[src/rtl/xcvr_pkg.sv]
package xcvr_pkg;

    typedef enum logic {
        XFER_RX = 1'b0,
        XFER_TX = 1'b1
    } xfer_dir_e;

    typedef struct packed {
        logic a_side;
        logic b_side;
        logic par_drv;
        logic err_drv;
    } drive_sel_t;

endpackage

[src/rtl/xcvr_drive_ctl.sv]
module xcvr_drive_ctl
    import xcvr_pkg::*;
(
    input  logic       en_n,
    input  xfer_dir_e  dir,
    output drive_sel_t sel
);
    drive_sel_t sel_d;

    always_comb begin
        sel_d = '0;
        if (!en_n) begin
            sel_d.b_side  = (dir == XFER_TX);
            sel_d.par_drv = (dir == XFER_TX);
            sel_d.a_side  = (dir == XFER_RX);
            sel_d.err_drv = (dir == XFER_RX);
        end
    end

    assign sel = sel_d;

    always_comb begin
        assert_one_side_R7: assert (!(sel_d.a_side && sel_d.b_side))
            else $error("both data sides selected");
    end
endmodule

[src/rtl/xcvr_parity_tree.sv]
module xcvr_parity_tree #(
    parameter int DATA_W = 8
) (
    input  logic [DATA_W-1:0] data,
    output logic              odd
);
    logic [DATA_W:0] acc;

    assign acc[0] = 1'b0;
    for (genvar i = 0; i < DATA_W; i++) begin : g_stage
        assign acc[i+1] = acc[i] ^ data[i];
    end

    assign odd = acc[DATA_W];
endmodule

[src/rtl/xcvr_parity.sv]
module xcvr_parity
    import xcvr_pkg::*;
#(
    parameter int DATA_W = 8
) (
    input  logic              en_n,
    input  logic              dir_tx,
    input  logic              odd_sel,
    input  logic [DATA_W-1:0] a_in,
    input  logic [DATA_W-1:0] b_in,
    input  logic              par_in,
    output logic [DATA_W-1:0] a_out,
    output logic [DATA_W-1:0] a_oe,
    output logic [DATA_W-1:0] b_out,
    output logic [DATA_W-1:0] b_oe,
    output logic              par_out,
    output logic              par_oe,
    output logic              err_n_out,
    output logic              err_oe
);
    typedef struct packed {
        logic [DATA_W-1:0] a_dat;
        logic [DATA_W-1:0] a_en;
        logic [DATA_W-1:0] b_dat;
        logic [DATA_W-1:0] b_en;
        logic              par;
        logic              par_en;
        logic              err_n;
        logic              err_en;
    } pins_t;

    drive_sel_t sel;
    logic       a_odd;
    logic       b_odd;
    pins_t      pins_d;

    xcvr_drive_ctl u_ctl (
        .en_n (en_n),
        .dir  (xfer_dir_e'(dir_tx)),
        .sel  (sel)
    );

    xcvr_parity_tree #(.DATA_W(DATA_W)) u_tree_a (
        .data (a_in),
        .odd  (a_odd)
    );

    xcvr_parity_tree #(.DATA_W(DATA_W)) u_tree_b (
        .data (b_in),
        .odd  (b_odd)
    );

    always_comb begin
        pins_d.a_dat  = b_in;
        pins_d.b_dat  = a_in;
        pins_d.par    = odd_sel ^ a_odd;
        pins_d.err_n  = ~(par_in ^ odd_sel ^ b_odd);
        pins_d.par_en = sel.par_drv;
        pins_d.err_en = sel.err_drv;
        for (int i = 0; i < DATA_W; i++) begin
            pins_d.a_en[i] = sel.a_side;
            pins_d.b_en[i] = sel.b_side;
        end
    end

    assign a_out     = pins_d.a_dat;
    assign a_oe      = pins_d.a_en;
    assign b_out     = pins_d.b_dat;
    assign b_oe      = pins_d.b_en;
    assign par_out   = pins_d.par;
    assign par_oe    = pins_d.par_en;
    assign err_n_out = pins_d.err_n;
    assign err_oe    = pins_d.err_en;

    always_comb begin
        assert_no_overlap_R7: assert ((a_oe & b_oe) == '0)
            else $error("A and B drive enables overlap");
        assert_off_when_disabled_R3: assert (!en_n || (a_oe == '0 && b_oe == '0 && !par_oe && !err_oe))
            else $error("driver on while disabled");
        assert_pin_roles_R6: assert (!(par_oe && err_oe))
            else $error("parity and error pins driven together");
        assert_gen_value_R4: assert (!par_oe || (par_out == (odd_sel ^ (^a_in))))
            else $error("generated parity wrong");
        assert_chk_value_R5: assert (!err_oe || (err_n_out == !(par_in ^ odd_sel ^ (^b_in))))
            else $error("check flag wrong");
    end
endmodule

[config.mk]
export PLATFORM = sky130hd
export DESIGN_NAME = xcvr_parity
export DESIGN_NICKNAME = d
export VERILOG_FILES = /design/src/rtl/xcvr_pkg.sv /design/src/rtl/xcvr_drive_ctl.sv /design/src/rtl/xcvr_parity_tree.sv /design/src/rtl/xcvr_parity.sv
export SDC_FILE = /design/constraint.sdc
export NUM_CORES = 1
export LEC_CHECK = 0
export ABC_CLOCK_PERIOD_IN_PS = 1310
export BUFFER_PORTS_ARGS = -buffer_cell sky130_fd_sc_hd__buf_2
export CAP_MARGIN = 40
export CORE_AREA = 2 2 39 41
export DETAILED_ROUTE_END_ITERATION = 7
export DIE_AREA = 0 0 41 43
export GPL_TIMING_DRIVEN = 0
export PLACE_DENSITY = 0.8
export SLEW_MARGIN = 20
export SYNTH_ARGS = -nofsm -noshare
export SYNTH_HDL_FRONTEND = slang
export SYNTH_SLANG_ARGS = --single-unit
[constraint.sdc]
create_clock -name vclk -period 1.31
set_clock_uncertainty 0.05 [all_clocks]
set_input_delay 0.0655 -clock vclk [all_inputs]
set_output_delay 0.0655 -clock vclk [all_outputs]
set_load 0.005 [all_outputs]
Word level (Yosys, flattened, before mapping)
Cells that the tools add are included.

word-level totals
  latch bits = 0
  ROM bits = 0
  logic and storage cells = 20
  RAM bits = 0
  output and inout bits = 36
  flip-flop bits (word level) = 0
  input port bits = 20
  memories kept = 0

operators by class
  add/sub/neg operators = 0
  multiply operators = 0
  mux-type cells = 1
  div/mod/pow operators = 0
  magnitude comparators = 0
  bitwise gates (word level) = 19
  shift-type cells = 0
  equal/unequal tests = 0
  reduce and logical (&&, ||, !) cells = 0

operator list
  cell         count
  $xor 1x1->1  17
  $mux 4       1
  $not 1->1    2

Longest topological paths before layout
Gate-level depths: netlist of run 1.

  depth in word-level cells = 9
  depth in mapped cells = 3
  gate-level depth less buffers = 3

Modules after synthesis
From an unflattened synthesis of run 1, not the netlist that was laid out.

unflattened totals
  cells, all modules = 50
  area total of the unflattened synthesis = 411.6 um^2

by module, submodules not included
  module            area each (um^2)  seq. area each (um^2)  times used  cells an instance
  xcvr_parity       256.5             0.0                    1           32
  xcvr_parity_tree  61.3              0.0                    2           7
  xcvr_drive_ctl    32.5              0.0                    1           4

Worst setup path before layout of run 1
Ideal clock, no wire load.

  path kind = in2out
  from = input port a_in[7]
  to = output port par_out
  data required time = 1.194 ns
  path buffers = 0
  arrival time = 0.787 ns
  stages on the path = 3
  slack = 0.408 ns
  cells stage by stage = xnor2_1 xnor3_1 xnor2_1

between the ends
  word-level cells in the longest chain between the ends = 2

RTL lines
  element             line                    RTL
  start: declaration  xcvr_parity.sv:9        input logic [DATA_W-1:0] a_in,
  $xor 1x1->1         xcvr_parity_tree.sv:11  assign acc[i+1] = acc[i] ^ data[i];
  $xor 1x1->1         xcvr_parity.sv:56       pins_d.par = odd_sel ^ a_odd;
  end: declaration    xcvr_parity.sv:16       output logic par_out,

No other way between the ends.

Worst setup path after layout of run 1
  from = input port b_in[2]
  to = output port err_n_out

between the ends
  word-level cells in the longest chain between the ends = 8

RTL lines
  element                    line                    RTL
  start: declaration         xcvr_parity.sv:10       input logic [DATA_W-1:0] b_in,
  $xor 1x1->1 (6 in series)  xcvr_parity_tree.sv:11
  $xor 1x1->1                xcvr_parity.sv:57       pins_d.err_n = ~(par_in ^ odd_sel ^ b_odd);
  $not 1->1                  xcvr_parity.sv:57
  end: declaration           xcvr_parity.sv:18       output logic err_n_out,

No other way between the ends.

==> results of run 1 <==
cells by family (layout without fill, tap and decap cells):
family	Yosys count	after routing	share of synthesized area (%)
AND/OR/NAND/NOR	2	2	2.45
buffers and inverters	32	88	58.7
XOR/XNOR	15	15	38.8
cell type report:
class / count / area, um^2
Buffer: 32 / 240
Fill cell: 132 / 674
Multi-Input combinational cell: 17 / 169
Timing Repair Buffer: 56 / 280
Tap cell: 16 / 20.0
power breakdown:
part | switching, mW | total, mW | internal (mW)
registers | 0 | 0 | 0
clock network | 0 | 0 | 0
logic | 0.107 | 0.311 | 0.204
cells in the final DEF, fill, tap and decap left out:
cell and count:
nor2b_1 1, nor2_1 1, xnor2_1 11, xor2_1 2
buf_2 56, buf_4 32, xnor3_1 2
path summary, 6_finish.rpt:
| kind | from | endpoint | slack, ns | cells past startpoint |
|---|---|---|---|---|
| worst min-delay path | b_in[6] | a_out[6] | 0.36 | 3 |
| worst max-delay path | b_in[2] | err_n_out | 0.15 | 5 |
routing by layer:
metal,up-vias,routed length (um)
met2,28,551
li1,230,-
met1,198,250
met4,0,0
met5,-,0
met3,0,101
critical path, cell delays in order:
cell and delay [ns]:
buf_2 0.11, xor2_1 0.16, xnor3_1 0.43, xnor2_1 0.15, buf_2 0.13
cells in the mapped netlist, drive strengths merged:
cell / number / area share [%]
buf: 32 / 59
xnor2: 11 / 24
xnor3: 2 / 11
xor2: 2 / 4.3
nor2: 1 / 0.92
nor2b: 1 / 1.5
stage by stage:
step	utilization [%]	area (um^2)	hold slack (ns)	total power [mW]
after floorplan	-	409	0.162	0.189
after global placement	51.3	709	0.358	0.309
after detailed placement	51.3	709	0.361	0.317
after CTS	51.3	709	0.362	0.317
after global routing	51.3	709	0.372	0.339
final	51.3	709	0.360	0.311
==> qor.yml, run 1 <==
status:
  status: "complete, no violations"
critical_path:
  cp-start-kind: "input port"
  path_max_fanout: 2
  arrival_ns: 1.04
  cp.required_ns: 1.19
  end_kind: "output pin"
  critical_path_class: "in2out"
timing:
  rsz0062_at_grt: "no"
  worstMarginPinSlew_ns: 0.502
  slew_headroom_pct: 66.4
  fin_setup_tns_ns: 0
  slew_viol_final: 0
  fmax_mhz: 862
  setup_viol: 0
  min_period_over_period_pct: 88.5
  worst_slack_ns: 0.151
  finalHoldViolCount: 0
  final.min_clock_period_ns: 1.16
layout:
  nets: 127
  seq_cell_count: 0
  drive_gt1_share_pct: 83.8
  clockBufferCount: 0
  layout.cells.non_filler: 121
  area_growth_pct: 73.4
  diodes: 0
  ff_latch_area_um2: 0
global_routing:
  grt_pass1_wl_mm: 1.27
  grt_pass1_vias: 380
  grt_start_max_net_pins: 10
  antenna_found_initial: 0
  grt_use_met1_pct: 7.62
  busiest_layer: "met2"
  use_met3_pct: 0
  track_usage_pct: 9.70
  globalRouteOverflowTotal: 0
  met2_usage_pct: 22.8
floorplan:
  design.portCount: 56
  dieWidth_um: 41
  die_h_um: 43
  placementRows: 14
  core_area_um2: 1380
  die_area_um2: 1760
  start_util_pct: 29.6
detailed_routing:
  vias_per_cell: 3.77
  ant_nets: 0
  drc: 0
  wirelength_um: 904
  drt-pass1-iter-count: 1
  vias: 456
  first_iter_violations: 0
  routedWlPerCell_um: 7.47
run:
  cap_violations: 0
pwr:
  powerDensity_nw_per_um2: 438
  power.static_leakage_nw: 0.461
  peakVddDrop_uv: 219
place:
  dp_hpwl_um: 876
  dp_slack_ns: 0.116
  routabilityCongestion: 0.688
  post-place-cells: 121
  portBuffers: 56
yosys:
  yosys.cell_types.count: 6
  synth_nets: 69
  ys_seq_area_share_pct: 0
  netlist_instances: 49
  synth.avg_cell_area_um2: 8.35
  synth_area_um2: 409
  yosysWarnings: 0
clock_tree:
  cts_hold_buffers: 0
  post_cts_resized: 0
  post_cts_buffers: 0
min_path:
  hp-class: "in2out"
Power figures use the tool's default switching activity.
==> inputs of run 2 (changes only) <==
--- a/config.mk
+++ b/config.mk
@@ -15,3 +15,3 @@
 export PLACE_DENSITY = 0.8
-export SLEW_MARGIN = 20
+export SLEW_MARGIN = 5
 export SYNTH_ARGS = -nofsm -noshare
==> constraint.sdc (replaced) <==
create_clock -name vclk -period 1.31
set_clock_uncertainty 0.05 [all_clocks]
set_input_delay 0.1965 -clock vclk [all_inputs]
set_output_delay 0.1965 -clock vclk [all_outputs]
set_load 0.005 [all_outputs]
==> run 2 against run 1 <==
Effect of this change: the flow now finishes with violations (negative setup slack); hold slack gained 0.24 ns; wire length grew 16%; global-route usage increased by 1.1 points; utilization up 6.3 points; sequential cell count unchanged; total power grew 11%; sequential share of layout area unchanged; clock-buffer cell count did not move; first-iteration DRC count unchanged; critical path depth unchanged; via count grew 3.7%; combinational power rose by 11%.
==> qor.yml, run 2 (synthesis results as in run 1) <==
pwr:
  p_int_uw: 227  # +11%
  clkPwrFrac_pct: 0  # unchanged
  power_frac_comb_pct: 100.0  # about the same
  p_switching_uw: 117  # +9.9%
  seq_power_share_pct: 0  # unchanged
  peakVddDrop_uv: 236  # +8.1%
  power.static_leakage_nw: 0.502  # +8.9%
  powerDensity_nw_per_um2: 432  # -1.3%
  total_power_uw: 345  # +11%
  swShare_pct: 34.0  # -0.29 points
global_routing:
  grt_pass1_vias: 409  # +7.6%
  grt_pass1_wl_mm: 1.40  # +10%
  grt_start_max_net_pins: 10  # unchanged
  antenna_found_initial: 0  # unchanged
  globalRouteOverflowTotal: 0  # unchanged
  track_usage_pct: 10.8  # +1.1 points
timing:
  setup_viol: 2  # +2
  rsz0062_at_grt: "yes"
  slew_viol_final: 0  # unchanged
  whs_ns: 0.604  # +0.245 ns
  fin_setup_tns_ns: -0.0924  # -0.0924 ns
  min_period_over_period_pct: 105  # +17 points
  final.min_clock_period_ns: 1.38  # +0.222 ns
  slew_headroom_pct: 66.4  # about the same
  worst_slack_ns: -0.0715  # -0.222 ns
  worstMarginPinSlew_ns: 0.502  # -0.0000969 ns
  finalHoldViolCount: 0  # unchanged
  fmax_mhz: 724  # -16%
layout:
  mostFrequentLayoutCells: "52 x buf_2, 33 x buf_4, 7 x xnor2_1"
  layout.cells.non_filler: 122  # +0.83%
  final_common_cell: "buf_2"
  clockBufferCount: 0  # unchanged
  area_growth_pct: 94.8
  final_util_pct: 57.6  # +6.3 points
  diodes: 0  # unchanged
  seq_cell_count: 0  # unchanged
  drive_gt1_share_pct: 89.6  # +5.8 points
  ff_latch_area_um2: 0  # unchanged
  nets: 128  # +0.79%
  design_area_um2: 797  # +12%
detailed_routing:
  first_iter_violations: 0  # unchanged
  drc: 0  # unchanged
  wirelength_mm: 1.05  # +16%
  drt-pass1-iter-count: 1  # unchanged
  ant_nets: 0  # unchanged
  routedWlPerCell_um: 8.61  # +15%
  vias_per_cell: 3.88  # +2.9%
  vias: 473  # +3.7%
place:
  post-place-cells: 121  # unchanged
  portBuffers: 56  # unchanged
  dp_slack_ns: -0.146  # -0.262 ns
  routabilityCongestion: 0.688  # unchanged
  placed_area_um2: 709  # unchanged
  dp_hpwl_um: 876  # unchanged
status:
  violations: "negative setup slack"
  status: "finished with violations"
floorplan:
  design.portCount: 56  # unchanged
  placementRows: 14  # unchanged
  core_area_um2: 1380  # unchanged
  die_h_um: 43  # unchanged
  die_area_um2: 1760  # unchanged
  start_util_pct: 29.6  # unchanged
  dieWidth_um: 41  # unchanged
critical_path:
  path_max_fanout: 2  # unchanged
  cp-start-kind: "input port"
  cp.required_ns: 1.06  # -0.13 ns
  arrival_ns: 1.14  # +0.10 ns
  critical_path_class: "in2out"
  end_kind: "output pin"
run:
  cap_violations: 0  # unchanged
min_path:
  hp-class: "in2out"
## run 2: layout make-up
cell class / instances / area (um^2)
fill: 129 / 587
buffer: 32 / 240
timing repair buffer: 57 / 317
multi-input combinational: 17 / 220
tap: 16 / 20.0
## run 2: critical path, cell delays in order
cell     delay (ns)
buf_8          0.11
xnor2_4        0.14
xnor3_1        0.42
xnor2_1        0.15
buf_2          0.13
## run 2: final timing paths
kind | startpoint | to | depth (start not counted)
worst max-delay path | b_in[4] | err_n_out | 5
worst min-delay path | a_in[1] | b_out[1] | 3
## run 2: metal layers
layer	wire, um	track usage (%)	vias to the layer above
met5	0	0	-
met4	0	0	0
met3	115	0	0
met2	689	25.6	28
met1	244	8.28	213
li1	-	-	232
## run 2: power by group through the flow
stage	registers, mW	clock network [mW]	logic (mW)
after floorplan	0	0	0.189
after global placement	0	0	0.309
after detailed placement	0	0	0.317
after CTS	0	0	0.334
after global routing	0	0	0.372
final	0	0	0.345
## run 2: what timing repair did
item	4_1_cts	5_1_grt
pin swaps	6	4
gates resized for setup	7	5
setup endpoints to repair	2	10
buffers inserted	0	1
hold buffers	0	0
